`config.mk`:
```
export PLATFORM = sky130hd
export DESIGN_NAME = tcc_unit
export DESIGN_NICKNAME = d
export VERILOG_FILES = /design/src/rtl/tcc_pkg.sv /design/src/rtl/tcc_edge_sync.sv /design/src/rtl/tcc_cap_prescale.sv /design/src/rtl/tcc_cmp_action.sv /design/src/rtl/tcc_unit.sv
export SDC_FILE = /design/constraint.sdc
export NUM_CORES = 1
export LEC_CHECK = 0
export BUFFER_PORTS_ARGS = -buffer_cell sky130_fd_sc_hd__buf_2
export CAP_MARGIN = 10
export CORE_MARGIN = 2
export CORE_UTILIZATION = 40
export DETAILED_ROUTE_END_ITERATION = 16
export PLACE_DENSITY = 0.65
export SLEW_MARGIN = 20
export SYNTH_ARGS = -nofsm -noshare
export SYNTH_HDL_FRONTEND = slang
export SYNTH_SLANG_ARGS = --single-unit
export TNS_END_PERCENT = 100
```
`constraint.sdc`:
```
create_clock -name clk -period 3 [get_ports clk]
set_clock_uncertainty 0.1 [all_clocks]
set_input_delay 0.6 -clock clk [delete_from_list [all_inputs] [get_ports clk]]
set_output_delay 0.6 -clock clk [all_outputs]
set_load 0.05 [all_outputs]
```
`src/rtl/tcc_pkg.sv`:
```
package tcc_pkg;

  localparam int unsigned MODE_W = 4;

  typedef logic [MODE_W-1:0] tcc_mode_t;

  localparam tcc_mode_t MD_OFF       = 4'h0;
  localparam tcc_mode_t MD_CMP_TGL   = 4'h2;
  localparam tcc_mode_t MD_CAP_FALL  = 4'h4;
  localparam tcc_mode_t MD_CAP_RISE  = 4'h5;
  localparam tcc_mode_t MD_CAP_DIVA  = 4'h6;
  localparam tcc_mode_t MD_CAP_DIVB  = 4'h7;
  localparam tcc_mode_t MD_CMP_HI    = 4'h8;
  localparam tcc_mode_t MD_CMP_LO    = 4'h9;
  localparam tcc_mode_t MD_CMP_IRQ   = 4'hA;
  localparam tcc_mode_t MD_CMP_SPEC  = 4'hB;

  typedef enum logic [1:0] {
    PS_ONE = 2'd0,
    PS_A   = 2'd1,
    PS_B   = 2'd2
  } ps_sel_e;

  function automatic logic mode_is_cap(tcc_mode_t m);
    return m[3:2] == 2'b01;
  endfunction

  function automatic logic mode_is_cmp(tcc_mode_t m);
    return (m == MD_CMP_TGL) || (m[3:2] == 2'b10);
  endfunction

  function automatic logic mode_drives_pin(tcc_mode_t m);
    return (m == MD_CMP_TGL) || (m == MD_CMP_HI) || (m == MD_CMP_LO);
  endfunction

endpackage

```
`src/rtl/tcc_edge_sync.sv`:
```
module tcc_edge_sync #(
  parameter int unsigned STAGES = 2
) (
  input  logic clk,
  input  logic rst_n,
  input  logic pin_i,
  output logic rise_o,
  output logic fall_o
);

  logic [STAGES-1:0] sync_q;
  logic [STAGES-1:0] sync_d;
  logic              prev_q;
  logic              lvl;

  generate
    if (STAGES == 1) begin : g_one
      assign sync_d = pin_i;
    end else begin : g_many
      assign sync_d = {sync_q[STAGES-2:0], pin_i};
    end
  endgenerate

  assign lvl = sync_q[STAGES-1];

  always_ff @(posedge clk or negedge rst_n) begin
    if (!rst_n) begin
      sync_q <= '0;
      prev_q <= 1'b0;
    end else begin
      sync_q <= sync_d;
      prev_q <= lvl;
    end
  end

  always_comb begin
    rise_o = lvl & ~prev_q;
    fall_o = ~lvl & prev_q;
  end

  // one edge of the synchronized level never reports twice
  p_rise_single_r4: assert property (@(posedge clk) disable iff (!rst_n)
    rise_o |=> !rise_o);

  // same for falling edges
  p_fall_single_r3: assert property (@(posedge clk) disable iff (!rst_n)
    fall_o |=> !fall_o);

endmodule

```
`src/rtl/tcc_cap_prescale.sv`:
```
module tcc_cap_prescale
  import tcc_pkg::*;
#(
  parameter int unsigned DIV_A = 4,
  parameter int unsigned DIV_B = 16
) (
  input  logic    clk,
  input  logic    rst_n,
  input  logic    clr_i,
  input  logic    evt_i,
  input  ps_sel_e sel_i,
  output logic    fire_o
);

  localparam int unsigned CNT_W = (DIV_B > 2) ? $clog2(DIV_B) : 1;

  logic [CNT_W-1:0] cnt_q;
  logic [CNT_W-1:0] cnt_d;
  logic [CNT_W-1:0] lim;
  logic             at_lim;
  logic             cnt_en;

  always_comb begin
    case (sel_i)
      PS_A:    lim = CNT_W'(DIV_A - 1);
      PS_B:    lim = CNT_W'(DIV_B - 1);
      default: lim = '0;
    endcase
  end

  always_comb begin
    at_lim = (cnt_q == lim);
    fire_o = evt_i & at_lim & ~clr_i;
    cnt_en = clr_i | evt_i;
    if (clr_i)       cnt_d = '0;
    else if (at_lim) cnt_d = '0;
    else             cnt_d = cnt_q + 1'b1;
  end

  always_ff @(posedge clk or negedge rst_n) begin
    if (!rst_n)      cnt_q <= '0;
    else if (cnt_en) cnt_q <= cnt_d;
  end

  // the event count never passes the selected division limit
  p_cnt_in_range_r5: assert property (@(posedge clk) disable iff (!rst_n)
    cnt_q <= lim);

  // a clear leaves the count at zero for the following cycle
  p_clr_restart_r5: assert property (@(posedge clk) disable iff (!rst_n)
    clr_i |=> (cnt_q == '0));

endmodule

```
`src/rtl/tcc_cmp_action.sv`:
```
module tcc_cmp_action
  import tcc_pkg::*;
#(
  parameter int unsigned TW = 16
) (
  input  logic          clk,
  input  logic          rst_n,
  input  tcc_mode_t     mode_i,
  input  logic          mode_wr_i,
  input  tcc_mode_t     mode_wdata_i,
  input  logic [TW-1:0] timer_i,
  input  logic [TW-1:0] ref_i,
  output logic          match_o,
  output logic          pin_o,
  output logic          spec_o
);

  logic eq;
  logic eq_q, eq_d;
  logic pin_q, pin_d, pin_en;
  logic spec_q, spec_d;
  logic cmp_on;

  always_comb begin
    cmp_on  = mode_is_cmp(mode_i);
    eq      = (timer_i == ref_i);
    match_o = cmp_on & ~mode_wr_i & eq & ~eq_q;
    eq_d    = mode_wr_i ? 1'b0 : eq;
    spec_d  = match_o & (mode_i == MD_CMP_SPEC);
  end

  always_comb begin
    pin_en = mode_wr_i | match_o | ~cmp_on;
    pin_d  = pin_q;
    if (mode_wr_i) begin
      pin_d = (mode_wdata_i == MD_CMP_LO);
    end else if (!cmp_on) begin
      pin_d = 1'b0;
    end else if (match_o) begin
      case (mode_i)
        MD_CMP_TGL: pin_d = ~pin_q;
        MD_CMP_HI:  pin_d = 1'b1;
        MD_CMP_LO:  pin_d = 1'b0;
        default:    pin_d = pin_q;
      endcase
    end
  end

  always_ff @(posedge clk or negedge rst_n) begin
    if (!rst_n) begin
      eq_q   <= 1'b0;
      spec_q <= 1'b0;
    end else begin
      eq_q   <= eq_d;
      spec_q <= spec_d;
    end
  end

  always_ff @(posedge clk or negedge rst_n) begin
    if (!rst_n)      pin_q <= 1'b0;
    else if (pin_en) pin_q <= pin_d;
  end

  assign pin_o  = pin_q;
  assign spec_o = spec_q;

  // a match never repeats in the next cycle
  p_single_match_r11: assert property (@(posedge clk) disable iff (!rst_n)
    match_o |=> !match_o);

  // the special-event request lasts a single cycle
  p_spec_once_r10: assert property (@(posedge clk) disable iff (!rst_n)
    spec_q |=> !spec_q);

  // a match in force-high mode leaves the pin high
  p_force_hi_r8: assert property (@(posedge clk) disable iff (!rst_n)
    (match_o && mode_i == MD_CMP_HI) |=> pin_q);

  // a match in force-low mode leaves the pin low
  p_force_lo_r8: assert property (@(posedge clk) disable iff (!rst_n)
    (match_o && mode_i == MD_CMP_LO) |=> !pin_q);

endmodule

```
`src/rtl/tcc_unit.sv`:
```
module tcc_unit
  import tcc_pkg::*;
#(
  parameter int unsigned TW          = 16,
  parameter int unsigned SYNC_STAGES = 2,
  parameter int unsigned DIV_A       = 4,
  parameter int unsigned DIV_B       = 16
) (
  input  logic          clk,
  input  logic          rst_n,
  input  logic          wr_en,
  input  logic          wr_sel,
  input  logic [TW-1:0] wr_data,
  input  logic          rd_sel,
  output logic [TW-1:0] rd_data,
  input  logic [TW-1:0] timer_val,
  input  logic          cap_pin,
  input  logic          alt_sel,
  input  logic          alt_evt,
  output logic          out_pin,
  output logic          out_en,
  output logic          irq_flag,
  input  logic          irq_clr,
  output logic          special_evt
);

  localparam int unsigned PAD_W = TW - MODE_W;

  tcc_mode_t     mode_q;
  tcc_mode_t     mode_wdata;
  logic          mode_wr;
  logic          val_wr;
  logic [TW-1:0] val_q, val_d;
  logic          val_en;
  logic          irq_q, irq_d;
  logic          cap_on;
  logic          pin_rise, pin_fall;
  logic          src_evt;
  logic          ps_evt, ps_clr, cap_fire;
  ps_sel_e       ps_sel;
  logic          cmp_match;
  logic          flag_set;

  // write decode
  always_comb begin
    mode_wr    = wr_en & ~wr_sel;
    val_wr     = wr_en &  wr_sel;
    mode_wdata = wr_data[MODE_W-1:0];
    cap_on     = mode_is_cap(mode_q);
  end

  always_ff @(posedge clk or negedge rst_n) begin
    if (!rst_n)       mode_q <= MD_OFF;
    else if (mode_wr) mode_q <= mode_wdata;
  end

  // capture source
  tcc_edge_sync #(
    .STAGES (SYNC_STAGES)
  ) i_edge (
    .clk    (clk),
    .rst_n  (rst_n),
    .pin_i  (cap_pin),
    .rise_o (pin_rise),
    .fall_o (pin_fall)
  );

  always_comb begin
    if (alt_sel)                    src_evt = alt_evt;
    else if (mode_q == MD_CAP_FALL) src_evt = pin_fall;
    else                            src_evt = pin_rise;
    case (mode_q)
      MD_CAP_DIVA: ps_sel = PS_A;
      MD_CAP_DIVB: ps_sel = PS_B;
      default:     ps_sel = PS_ONE;
    endcase
    ps_evt = src_evt & cap_on & ~mode_wr;
    ps_clr = mode_wr | ~cap_on;
  end

  tcc_cap_prescale #(
    .DIV_A (DIV_A),
    .DIV_B (DIV_B)
  ) i_presc (
    .clk    (clk),
    .rst_n  (rst_n),
    .clr_i  (ps_clr),
    .evt_i  (ps_evt),
    .sel_i  (ps_sel),
    .fire_o (cap_fire)
  );

  // shared holding register: capture has priority over a software write
  always_comb begin
    val_en = cap_fire | val_wr;
    val_d  = cap_fire ? timer_val : wr_data;
  end

  always_ff @(posedge clk or negedge rst_n) begin
    if (!rst_n)      val_q <= '0;
    else if (val_en) val_q <= val_d;
  end

  // compare path
  tcc_cmp_action #(
    .TW (TW)
  ) i_cmp (
    .clk          (clk),
    .rst_n        (rst_n),
    .mode_i       (mode_q),
    .mode_wr_i    (mode_wr),
    .mode_wdata_i (mode_wdata),
    .timer_i      (timer_val),
    .ref_i        (val_q),
    .match_o      (cmp_match),
    .pin_o        (out_pin),
    .spec_o       (special_evt)
  );

  // interrupt flag: setting wins over clearing
  always_comb begin
    flag_set = cap_fire | cmp_match;
    if (flag_set)     irq_d = 1'b1;
    else if (irq_clr) irq_d = 1'b0;
    else              irq_d = irq_q;
  end

  always_ff @(posedge clk or negedge rst_n) begin
    if (!rst_n) irq_q <= 1'b0;
    else        irq_q <= irq_d;
  end

  always_comb begin
    irq_flag = irq_q;
    out_en   = mode_drives_pin(mode_q);
    rd_data  = rd_sel ? val_q : {{PAD_W{1'b0}}, mode_q};
  end

  // the flag holds until a clear strobe arrives
  p_flag_sticky_r12: assert property (@(posedge clk) disable iff (!rst_n)
    (irq_q && !irq_clr) |=> irq_q);

  // an event in the cycle of a clear still leaves the flag set
  p_set_wins_r12: assert property (@(posedge clk) disable iff (!rst_n)
    flag_set |=> irq_q);

  // inactive codes leave the output released and low
  p_inactive_quiet_r2: assert property (@(posedge clk) disable iff (!rst_n)
    (!mode_is_cap(mode_q) && !mode_is_cmp(mode_q)) |-> (!out_en && !out_pin));

  // the prescaler only fires in a capture mode
  p_cap_in_mode_r2: assert property (@(posedge clk) disable iff (!rst_n)
    cap_fire |-> cap_on);

  // without a capture or write the holding register keeps its value
  p_cap_hold_r3: assert property (@(posedge clk) disable iff (!rst_n)
    (!cap_fire && !val_wr) |=> $stable(val_q));

endmodule

```
== After elaboration in Yosys (flattened, before gate mapping) ==
Index checks and enable logic that the tools add are counted.
W data, S select, Z words.
Word-level totals
  output and inout port bits: 20
  word-level logic and storage cells: 73
  flip-flop bits (word level): 31
  bits of input ports: 41
Operators by class
  reduce and logical (&&, ||, !) cells: 5
  eq/ne operators: 16
  add/subtract/negate cells: 1
  mux-type cells: 15
  bitwise logic cells: 27
Operator list (count)
  $mux W16: 2
  $eq A16 B16 Y1: 1
  $eq A4 B4 Y1 const B: 4
  $and A1 B1 Y1: 12
  $eq A4 B3 Y1 const B: 3
  $not A1 Y1: 9
  $mux W1: 8
  $mux W4: 2
  $pmux W4 S2: 1
  $or A1 B1 Y1: 6
  $ne A5 B4 Y1 const B: 1
  $add A4 B1 Y4 const B: 1
  $eq A2 B1 Y1 const B: 2
  $eq A2 B2 Y1 const B: 2
  $eq A4 B2 Y1 const B: 1
  $eq A4 B4 Y1: 1
  $pmux W2 S2: 1
  $logic_or A1 B1 Y1: 3
  $ne A3 B2 Y1 const B: 1
  $pmux W1 S3: 1
  $reduce_and A3 Y1: 1
  $reduce_bool A2 Y1: 1

== Logic depth before layout (Yosys ltp) ==
Gate-level depths: netlist of run 1.
  word-level depth: 10
  depth in mapped cells: 10
  gate-level depth less buffers: 8

== Modules after synthesis ==
A second synthesis of run 1 with hierarchy kept.
Unflattened totals
  cell total of the unflattened synthesis: 193
  area, all modules: 1906.8 µm²
By module, submodules not included
  tcc_unit: sequential area each 525.5 µm², times used 1, cells an instance 114, area an instance 1149.9 µm²
  tcc_cmp_action: sequential area each 75.1 µm², times used 1, cells an instance 44, area an instance 366.6 µm²
  tcc_cap_prescale: sequential area each 100.1 µm², times used 1, cells an instance 30, area an instance 300.3 µm²
  tcc_edge_sync: sequential area each 75.1 µm², times used 1, cells an instance 5, area an instance 90.1 µm²

== Worst setup path before layout of run 1 ==
OpenSTA, ideal clock, no wires.
  kind: input to output
  start: in rd_sel
  end: out rd_data[1]
  required time: 2300 ps
  buffers on the path: 2
  setup slack: 277 ps
  arrival: 2023 ps
  cell stages on the path: 3
  cell sequence: clkbuf_1 -> clkbuf_1 -> o21ai_0
Between the ends
  longest elaborated chain between the ends: 1
RTL lines
  from (decl): line tcc_unit.sv:14  | input logic rd_sel,
  $mux W16: line tcc_unit.sv:136  | rd_data = rd_sel ? val_q : {{PAD_W{1'b0}}, mode_q};
  to (decl): line tcc_unit.sv:15  | output logic [TW-1:0] rd_data,
No other way between the ends.

== Worst setup path in the final report of run 1 ==
  start: reg mode_q[3]
  end: reg val_q[2]
Between the ends
  longest elaborated chain between the ends: 8
  elaborated cells on any way between the ends: 20
  classes of those cells: 7 x eq/ne; 5 x mux; 8 x bitwise
RTL lines
  from (decl): line tcc_unit.sv:29  | tcc_mode_t mode_q;
  from (signal assigned): line tcc_unit.sv:54  | else if (mode_wr) mode_q <= mode_wdata;
  $eq A4 B3 Y1 (on tied branches): line tcc_unit.sv:72, tcc_unit.sv:70
  $pmux W2 S2 / $mux W1 (equally long branches): line tcc_unit.sv:72, tcc_unit.sv:70
  $eq A2 B2 Y1 (tied with other cells): line tcc_cap_prescale.sv:24  | case (sel_i)
  $pmux W4 S2 / $and A1 B1 Y1 (equally long branches): line tcc_cap_prescale.sv:24, tcc_unit.sv:77
  $eq A4 B4 Y1 / $and A1 B1 Y1 (equally long branches): line tcc_cap_prescale.sv:32, tcc_unit.sv:77
  $and A1 B1 Y1: line tcc_cap_prescale.sv:33  | fire_o = evt_i & at_lim & ~clr_i;
  $and A1 B1 Y1 (*): line tcc_cap_prescale.sv:33
  $mux W16 / $or A1 B1 Y1 (equally long branches): line tcc_unit.sv:96, tcc_unit.sv:95
  to (signal assigned): line tcc_unit.sv:101  | else if (val_en) val_q <= val_d;
  to (decl): line tcc_unit.sv:33  | logic [TW-1:0] val_q, val_d;
Mark *: on every way between the ends. The rest lies on a longest branch, timed or not.
A chain may end at the register's enable or synchronous reset.

==> metrics, run 1 <==
Die Y-Extent between 70 and 80 um; Worst-Skew Late Latency ~0.28 ns; R2R cell count 9; die outline area approximately 5200 um^2; hold_buf cts 0; antenna violations before repair 0; CTS tree built; HPWL Detailed 3070 um; Synth-to-Final Area Change 23.4%; CTS root buf clkbuf_8; clock slew at reported path FFs 0.06 ns; CP max stage cell dfrtp_1; FF-to-FF End val_q[2]$_DFFE_PN0P_; post-synthesis simple-gate area fraction 0.242; Core Box Area around 4400 um^2; Top FF cell, synth dfrtp_1; number of buffers created by CTS 5; Switching Power between 500 and 600 uW; WS Path Type register to register; unrepaired setup endpoints after global routing no; post-synthesis cell type count 40; Setup Fix Bufs, Post-CTS 0; Routed WL approximately 4200 um; via count of the first global-routing pass approximately 1,500; setup TNS 0 ns; Clock Power Share 0.250; outcome finished clean; Critical Path Sink val_q[2]$_DFFE_PN0P_; Post-synth EDFFs 0; Post-Syn Area 1870 um^2; reg2reg start mode_q[3]$_DFFE_PN0P_; All-Layer GR Usage 0.176; relative slew slack 0.368; remaining global-route overflow 0; Hold Violations, Final 0; min Tclk post-route between 2 and 3 ns; synthesized area per cell about 9.8 um^2; share of layout cells above drive strength 1 0.321; Fmax achieved between 300 and 400 MHz; worst hold path type primary input to asynchronous set/reset pin; sequential share of power 0.395; Critical Path Fanout Max 33; Slowest Stage Delay on Critical Path 0.50 ns; PwrDens slightly above 600 nW/um^2; Synth Area in Adders 0.0134; Area after DPL roughly 2200 um^2; via count of the routed design between 1,500 and 2,000; post-CTS sizing 0; sw frac 0.380; Top Ports slightly above 60; Top Layer Used met4; Cells after Synth roughly 190; Compound-Gate Fraction of Synth Area 0.0875; synthesized net count between 200 and 250; worst vdd ir a little under 0.0003 V; data arrival time of the worst path 2.64 ns; post-synth top area share 0.414; WL/cell 13.8 um; Max clock buf depth 2; Vias/cell just over 5; first-pass GRT wire length 7070 um; DRC Markers 0; Die W 72.4 um; DRT Pass-1 Iters 4; Pint 891 uW; Async S/R FF share, synth 1.00; register area share after synthesis 0.414; Filler Cell Count about 420; largest net degree at the start of global routing 34; Final setup viols 0; Initial Util 0.421; n_diodes 0; critical path startpoint category register; post-route ant nets 0; Synth warnings 0; crit path cell chain nand2b_4 -> nand2b_1 -> ha_1 -> or3b_1 -> a22oi_2 -> o211ai_2 -> buf_4 -> nor2_1 -> a21oi_1; Hold Slack ~0.26 ns; CP Capture Type register; max_cap viols 0; Yosys reg bits 31; origin of the worst setup path mode_q[3]$_DFFE_PN0P_; XOR/XNOR Fraction of Synth Area 0.0748; CTS sink cnt 31; H-tree depth 2; RePlAce Congestion about 0.78; synth top area cells dfrtp_1 41%, mux2i_1 11%, xor2_1 5.6%; multiplexer share of the synthesized area 0.143; Final nets 294; pins over their slew limit 0; Comb pwr share 0.355; largest family of logic cells by synthesized area simple AND/OR/NAND/NOR gates; WL met1 1940 um; Reg2Reg Setup Slack ~0.4 ns; drt first-iter violations 75; cell taking the most area after synthesis dfrtp_1; input/output buffers 60; routed length on met2 about 2000 um; P_leak around 0.0012 uW; final worst-path cycle share 0.867; Rows 24; Worst Max-Slew Pin Slew approximately 0.95 ns; Met3 Wirelength ~190 um; fin area ~2300 um^2; Worst EP required approximately 3.0 ns
-- worst max-delay path: cells and delay by family (launching register included) --
family | cells | cell delay [ns]
compound gates | 3 | 0.47
fa+ha+maj | 1 | 0.29
simple gates | 4 | 0.86
flops | 1 | 0.50
buf+inv | 1 | 0.25
-- sequential cells by signal, summed over array words and instances (netlist names) --
| name | count |
|---|---|
| val_q | 16 |
| i_edge.prev_q | 1 |
| mode_q | 4 |
| irq_flag | 1 |
| i_cmp.eq_q | 1 |
| i_presc.cnt_q | 4 |
| i_edge.sync_q | 2 |
| i_cmp.pin_o | 1 |
| i_cmp.spec_o | 1 |
-- kinds of logic (layout without fill, tap and decap cells) --
logic type               Yosys count  count (layout)
AO/OA/AOI/OAI                     26              26
XOR/XNOR                          16              16
adder cells (fa/ha/maj)            2               2
buffers and inverters             10              71
flip-flops                        31              31
multiplexers                      26              26
AND/OR/NAND/NOR                   80              80
-- cell type report --
type / count / area (um^2) / area share
multi-input combinational: 150 / 1050 / 0.455
sequential: 31 / 776 / 0.336
inverter: 1 / 3.75 / 0.00162
tap: 52 / 65.1 / 0.0282
timing repair buffer: 62 / 315 / 0.136
clock buffer: 8 / 100 / 0.0433
-- power groups by stage --
stage	Sequential (uW)	Combinational, uW	Clock [uW]
5_1_grt	582	553	394
3_3_place_gp	573	508	0
3_5_place_dp	576	512	0
2_1_floorplan	557	398	0
4_1_cts	568	516	371
6_report	568	510	359
-- cells in the final DEF (no fill, tap or decap), types with 2 or more instances in the layout --
cell type / netlist / final
o21ai_0: 3 / 3
nand2b_1: 4 / 4
xor2_1: 12 / 12
clkbuf_8: 0 / 7
or3_1: 3 / 3
nor4_1: 2 / 2
nand2_1: 8 / 8
nor2b_1: 4 / 4
xnor2_1: 4 / 4
nor2_1: 24 / 24
a21oi_1: 16 / 16
buf_2: 4 / 60
mux2_2: 6 / 6
ha_1: 2 / 2
nor3_1: 6 / 6
mux2i_1: 20 / 20
dfrtp_1: 31 / 31
nand3b_1: 2 / 2
buf_4: 1 / 2
and2_1: 12 / 12
nand3_1: 4 / 4
-- layer usage --
layer / global-route usage / vias to the layer above
met5: 0 / -
met2: 0.296 / 43
met1: 0.222 / 703
met4: 0.0617 / 0
li1: - / 783
met3: 0.0431 / 6
-- synth_stat cells, types with 2 or more instances --
cell	number
a21oi_1	16
and2_1	12
buf_2	4
clkbuf_1	4
dfrtp_1	31
ha_1	2
mux2_2	6
mux2i_1	20
nand2_1	8
nand2b_1	4
nand3_1	4
nand3b_1	2
nor2_1	24
nor2b_1	4
nor3_1	6
nor4_1	2
o21ai_0	3
or3_1	3
xnor2_1	4
xor2_1	12
-- how the worst min path moves through the flow --
stage                                             to  slack (ns)  depth (start not counted)
after floorplan                 i_cmp.eq_q$_DFF_PN0_        0.20                          0
after CTS                 i_edge.sync_q[1]$_DFF_PN0_        0.26                          0
after global placement    i_edge.sync_q[1]$_DFF_PN0_        0.23                          0
final                          val_q[10]$_DFFE_PN0P_        0.26                          1
after global routing      i_edge.sync_q[1]$_DFF_PN0_        0.27                          0
after detailed placement  i_edge.sync_q[1]$_DFF_PN0_        0.25                          0
-- through the flow --
step	total power, uW	worst slack, ns	utilization	cells
6_report	1440	0.400	0.520	304
3_3_place_gp	1080	0.474	0.497	296
5_1_grt	1530	0.210	0.520	304
4_1_cts	1450	0.398	0.520	304
2_1_floorplan	954	0.277	-	191
3_5_place_dp	1090	0.422	0.497	296
No activity file was read; power rests on OpenSTA's default activity.
==> run 2, diff against run 1 <==
==> constraint.sdc (replaced) <==
create_clock -name clk -period 3 [get_ports clk]
set_clock_uncertainty 0.1 [all_clocks]
set_input_delay 0.15 -clock clk [delete_from_list [all_inputs] [get_ports clk]]
set_output_delay 0.15 -clock clk [all_outputs]
set_load 0.05 [all_outputs]
==> run 2 against run 1 <==
- worst setup slack gained 0.028 ns
- utilization rose by 0.45 points
- cell area rose by 0.87%
- register-to-register slack gained 0.03 ns
- largest power group unchanged
- critical endpoint is now val_q[8]$_DFFE_PN0P_
- largest cell class unchanged
- flip-flop and latch count stayed put
- via count grew 1.0%
==> metrics, run 2 (synthesis results as in run 1) <==
outcome finished clean (unchanged); share of layout cells above drive strength 1 0.319 (was 0.321); remaining global-route overflow 0 (unchanged); via count of the first global-routing pass 1,500 (was 1,536); worst vdd ir 0.000282 V (was 0.000298 V); antenna violations before repair 0 (unchanged); final worst-path cycle share 0.857 (was 0.867); drt first-iter violations 110 (was 75); Fmax achieved 389 MHz (was 385 MHz); min Tclk post-route 2.57 ns (was 2.60 ns); Critical Path Fanout Max 33 (unchanged); n_diodes 0 (unchanged); Worst Hold Path EP mode_q[0]$_DFFE_PN0P_; Final setup viols 0 (unchanged); Initial Util 0.421 (unchanged); CTS root buf clkbuf_8 (unchanged); worst hold start wr_data[0]; commonest non-fill, non-tap cell in the layout buf_2 (unchanged); Slowest Stage Delay on Critical Path 0.50 ns (about the same); DRC Markers 0 (unchanged); pins over their slew limit 0 (unchanged); Vias/cell 5.07 (was 5.05); Die W 72.4 um (unchanged); GRT met3 Usage 0.0486 (was 0.0431); input/output buffers 60 (unchanged); CTS sink cnt 31 (unchanged); Max clock buf depth 2 (unchanged); leading registers by flop count val_q: 16 flops, i_presc.cnt_q: 4 flops, mode_q: 4 flops (unchanged); Hold Slack 0.0315 ns (was 0.257 ns); clock slew at reported path FFs 0.07 ns (was 0.06 ns); Synth-to-Final Area Change 24.4% (was 23.4%); Final nets 296 (was 294); Worst-Skew Late Latency 0.29 ns (was 0.28 ns); WL/cell 13.8 um (about the same); critical path startpoint category register (unchanged); Setup Fix Bufs, Post-CTS 0 (unchanged); Reg2Reg Setup Slack 0.43 ns (was 0.40 ns); WS Path Type register to register (unchanged); origin of the worst setup path mode_q[3]$_DFFE_PN0P_ (unchanged); R2R cell count 9 (unchanged); via count of the routed design 1,551 (was 1,535); CP max stage cell dfrtp_1 (unchanged); HPWL Detailed 3060 um (was 3070 um); relative slew slack 0.378 (was 0.368); CTS tree built (unchanged); busiest layer in global routing met2 (unchanged); die outline area 5250 um^2 (unchanged); PwrDens 620 nW/um^2 (was 622 nW/um^2); reg2reg start mode_q[3]$_DFFE_PN0P_ (unchanged); All-Layer GR Usage 0.178 (was 0.176); data arrival time of the worst path 2.63 ns (was 2.64 ns); Cells after DPL 296 (unchanged); CP Capture Type register (unchanged); P_leak 0.00116 uW (about the same); largest net degree at the start of global routing 34 (unchanged); worst hold path type primary input to register (was primary input to asynchronous set/reset pin); max_cap viols 0 (unchanged); Core Box Area 4440 um^2 (unchanged); commonest non-fill, non-tap cells in the layout 60 x buf_2, 31 x dfrtp_1, 24 x nor2_1, 20 x mux2i_1, 16 x a21oi_1 (unchanged); first-pass GRT wire length 7090 um (was 7070 um); Worst EP required 3.06 ns (was 3.04 ns); number of buffers created by CTS 5 (unchanged); most flop-heavy register val_q (unchanged); H-tree depth 2 (unchanged); hold depth 2; Worst Max-Slew Pin Slew 0.930 ns (was 0.946 ns); Routed WL 4230 um (was 4200 um); Top Ports 61 (unchanged); Filler Cell Count 432 (was 416); Hold Violations, Final 0 (unchanged); max FFs per register 16 (unchanged); DRT Pass-1 Iters 6 (was 4); post-route ant nets 0 (unchanged); setup TNS 0 ns (unchanged); unrepaired setup endpoints after global routing no (unchanged); FF-to-FF End val_q[8]$_DFFE_PN0P_ (was val_q[2]$_DFFE_PN0P_); M2 GR Usage 0.282 (was 0.296); Post-Layout Cell Count 306 (was 304); Die Y-Extent 72.4 um (unchanged); RePlAce Congestion 0.782 (was 0.784); Rows 24 (unchanged); crit path cell chain nand2b_4 -> nand2b_1 -> ha_1 -> or3b_1 -> a22oi_2 -> o211ai_2 -> buf_4 -> nor2_1 -> a21oi_1 (unchanged); met1 Usage GRT 0.235 (was 0.222)
-- run 2: critical path, delay by kind of cell (launching register included) --
family          cells  cell delay (ns)
compound gates      3             0.47
fa+ha+maj           1             0.29
buf+inv             1             0.25
flops               1             0.50
simple gates        4             0.83
-- run 2: how the worst max path moves through the flow --
stage	end	slack, ns	cells past startpoint
2_1_floorplan	val_q[10]$_DFFE_PN0P_	0.62	10
3_3_place_gp	val_q[7]$_DFFE_PN0P_	0.48	9
3_5_place_dp	val_q[1]$_DFFE_PN0P_	0.44	9
4_1_cts	val_q[3]$_DFFE_PN0P_	0.43	9
5_1_grt	val_q[4]$_DFFE_PN0P_	0.22	9
6_report	val_q[8]$_DFFE_PN0P_	0.43	9
-- run 2: repair_timing --
item | in CTS | in global routing
endpoints found under the hold margin | 32 | 0
resized for setup | 0 | 0
hold buffers | 2 | 0
-- run 2: final cells by class --
cell class | count | area [um^2] | share of cell area
flip-flops and latches | 31 | 776 | 0.333
inverters | 1 | 3.75 | 0.00161
multi-input cells | 150 | 1050 | 0.451
clock buffers | 8 | 100 | 0.0429
well taps | 52 | 65.1 | 0.0279
repair buffers | 64 | 335 | 0.144
-- run 2: stage by stage --
stage	total power, uW	setup WS (ns)	area [um^2]	utilization
floorplan	954	0.617	1870	-
CTS	1460	0.426	2330	0.524
finish	1440	0.428	2330	0.524
global route	1540	0.219	2330	0.524
detailed placement	1090	0.444	2210	0.497
global placement	1080	0.480	2210	0.497
-- run 2: power breakdown --
group	switching, uW	internal, uW	total [uW]
logic	321	195	516
registers	73.0	491	564
clock network	155	209	364
-- run 2: layer usage --
metal	wire [um]	share of wire	up-vias
met5	0	0	-
met4	63	0.015	0
met3	204	0.048	8
met2	1990	0.47	40
met1	1970	0.47	719
li1	-	-	784
==> run 3, diff against run 2 <==
--- a/config.mk
+++ b/config.mk
@@ -7,10 +7,12 @@
 export LEC_CHECK = 0
 export BUFFER_PORTS_ARGS = -buffer_cell sky130_fd_sc_hd__buf_2
 export CAP_MARGIN = 10
+export CELL_PAD_IN_SITES_DETAIL_PLACEMENT = 0
+export CELL_PAD_IN_SITES_GLOBAL_PLACEMENT = 1
 export CORE_MARGIN = 2
-export CORE_UTILIZATION = 40
+export CORE_UTILIZATION = 38
 export DETAILED_ROUTE_END_ITERATION = 16
-export PLACE_DENSITY = 0.65
+export PLACE_DENSITY_LB_ADDON = 0.1
 export SLEW_MARGIN = 20
 export SYNTH_ARGS = -nofsm -noshare
 export SYNTH_HDL_FRONTEND = slang
==> run 3 against run 2 <==
- die area increased by 5.0%
- non-clock buffer count unchanged
- first-iteration DRC count decreased by 48%
- global-route usage decreased by 0.43 points
- critical path depth unchanged
- cell area increased by 0.16%
- worst setup slack improved by 0.023 ns
- final cell count increased by 4.9%
- sequential power about the same
- critical endpoint is now val_q[5]$_DFFE_PN0P_
- highest routed layer unchanged
==> metrics, run 3 (synthesis results as in run 1) <==
outcome finished clean (unchanged); Hold Violations, Final 0 (unchanged); Fmax achieved 392 MHz (was 389 MHz); leading registers by flop count val_q: 16 flops, i_presc.cnt_q: 4 flops, mode_q: 4 flops (unchanged); Final nets 296 (unchanged); most flop-heavy register val_q (unchanged); HPWL Detailed 3160 um (was 3060 um); max_cap viols 0 (unchanged); Rows 25 (was 24); fin area 2330 um^2 (about the same); Area after DPL 2230 um^2 (was 2210 um^2); Final setup viols 0 (unchanged); pins over their slew limit 0 (unchanged); Die W 74.2 um (was 72.4 um); data arrival time of the worst path 2.60 ns (was 2.63 ns); n_diodes 0 (unchanged); unrepaired setup endpoints after global routing no (unchanged); Slowest Stage Delay on Critical Path 0.53 ns (was 0.50 ns); worst vdd ir 0.000256 V (was 0.000282 V); via count of the first global-routing pass 1,498 (was 1,500); WS Path Type register to register (unchanged); antenna violations before repair 0 (unchanged); worst hold path type primary input to register (unchanged); final worst-path cycle share 0.850 (was 0.857); Synth-to-Final Area Change 24.6% (was 24.4%); post-CTS sizing 0 (unchanged); Max clock buf depth 2 (unchanged); CP bufs+invs 1 (unchanged); RePlAce Congestion 0.745 (was 0.782); first-pass GRT wire length 7160 um (was 7090 um); Worst EP required 3.05 ns (was 3.06 ns); largest net degree at the start of global routing 34 (unchanged); Vias/cell 4.81 (was 5.07); Top Ports 61 (unchanged); Setup Fix Bufs, Post-CTS 0 (unchanged); via count of the routed design 1,543 (was 1,551); commonest non-fill, non-tap cell in the layout buf_2 (unchanged); clock slew at reported path FFs 0.07 ns (about the same); max FFs per register 16 (unchanged); die outline area 5510 um^2 (was 5250 um^2); Cells after DPL 311 (was 296); relative slew slack 0.379 (was 0.378); Initial Util 0.397 (was 0.421); Worst-Skew Late Latency 0.28 ns (was 0.29 ns); crit path cell chain nand2b_4 -> nand2b_1 -> ha_1 -> or3b_1 -> a22oi_2 -> o211ai_2 -> buf_4 -> nor2_1 -> a21oi_1 (unchanged); Die Y-Extent 74.2 um (was 72.4 um); drt first-iter violations 57 (was 110); P_leak 0.00115 uW (was 0.00116 uW); Worst Max-Slew Pin Slew 0.930 ns (about the same); CTS root buf clkbuf_8 (unchanged); commonest non-fill, non-tap cells in the layout 60 x buf_2, 31 x dfrtp_1, 24 x nor2_1, 20 x mux2i_1, 16 x a21oi_1 (unchanged); Worst path top cell family by delay simple AND/OR/NAND/NOR gates (unchanged); Routed WL 4290 um (was 4230 um); Critical Path Fanout Max 33 (unchanged); CTS sink cnt 31 (unchanged); critical path startpoint category register (unchanged); CP Capture Type register (unchanged); post-route ant nets 0 (unchanged); DRC Markers 0 (unchanged); min Tclk post-route 2.55 ns (was 2.57 ns); input/output buffers 60 (unchanged); PwrDens 601 nW/um^2 (was 620 nW/um^2); DRT Pass-1 Iters 4 (was 6); remaining global-route overflow 0 (unchanged); number of buffers created by CTS 5 (unchanged); setup TNS 0 ns (unchanged); H-tree depth 2 (unchanged); CTS tree built (unchanged); Post-Layout Cell Count 321 (was 306); All-Layer GR Usage 0.174 (was 0.178); CP max stage cell dfrtp_1 (unchanged); share of layout cells above drive strength 1 0.319 (unchanged); WL/cell 13.3 um (was 13.8 um); Core Box Area 4720 um^2 (was 4440 um^2)
-- run 3: changes by cell type in the layout (fill, tap and decap cells not counted), sizes merged --
cell	before	now
clkbuf	8	6
clkinv	0	1
clkinvlp	0	1
-- run 3: area by class of cell --
class | count | area, um^2
clock inverters | 2 | 12.5
multi-input cells | 150 | 1050
repair buffers | 64 | 335
inverters | 1 | 3.75
well taps | 67 | 83.8
fillers | 464 | 2390
flip-flops and latches | 31 | 776
clock buffers | 6 | 72.6
-- run 3: tightest hold or removal path: stages --
cell	delay [ns]
buf_2	0.12
nand2_1	0.05
o21ai_0	0.06
-- run 3: worst paths after layout --
check                                           startpoint                    endpoint  slack [ns]  depth (start not counted)
worst max-delay path                 mode_q[2]$_DFFE_PN0P_        val_q[5]$_DFFE_PN0P_        0.45                          9
worst min-delay path                            wr_data[1]       mode_q[1]$_DFFE_PN0P_        0.03                          3
worst max register to register       mode_q[2]$_DFFE_PN0P_        val_q[5]$_DFFE_PN0P_        0.45                          9
worst min register to register  i_edge.sync_q[0]$_DFF_PN0_  i_edge.sync_q[1]$_DFF_PN0_        0.25                          0
max in group asynchronous                            rst_n        val_q[0]$_DFFE_PN0P_        2.01                          2
min in group asynchronous                            rst_n       mode_q[1]$_DFFE_PN0P_        0.34                          2
-- run 3: report_power, final --
group | internal, uW | switching, uW | total (uW)
Sequential | 491 | 72.6 | 563
Combinational | 195 | 322 | 517
Clock | 162 | 160 | 322
-- run 3: metrics by stage --
| step | power [uW] | worst slack [ns] | util | hold slack, ns |
|---|---|---|---|---|
| floorplan | 954 | 0.617 | - | -0.246 |
| global placement | 1090 | 0.491 | 0.472 | 0.153 |
| detailed placement | 1090 | 0.439 | 0.472 | 0.149 |
| CTS | 1420 | 0.425 | 0.494 | 0.0312 |
| global route | 1490 | 0.199 | 0.494 | 0.0506 |
| finish | 1400 | 0.451 | 0.494 | 0.0342 |
-- run 3: what timing repair did --
| action | 4_1_cts | 5_1_grt |
|---|---|---|
| endpoints found under the hold margin | 32 | 0 |
| endpoints found under the setup margin | 0 | 0 |
| hold buffers | 2 | 0 |
-- run 3: layer usage --
metal | vias up | track usage | share of wire
met5 | - | 0 | 0
met1 | 710 | 0.214 | 0.44
li1 | 791 | - | -
met2 | 35 | 0.295 | 0.50
met3 | 7 | 0.0447 | 0.046
met4 | 0 | 0.0606 | 0.014
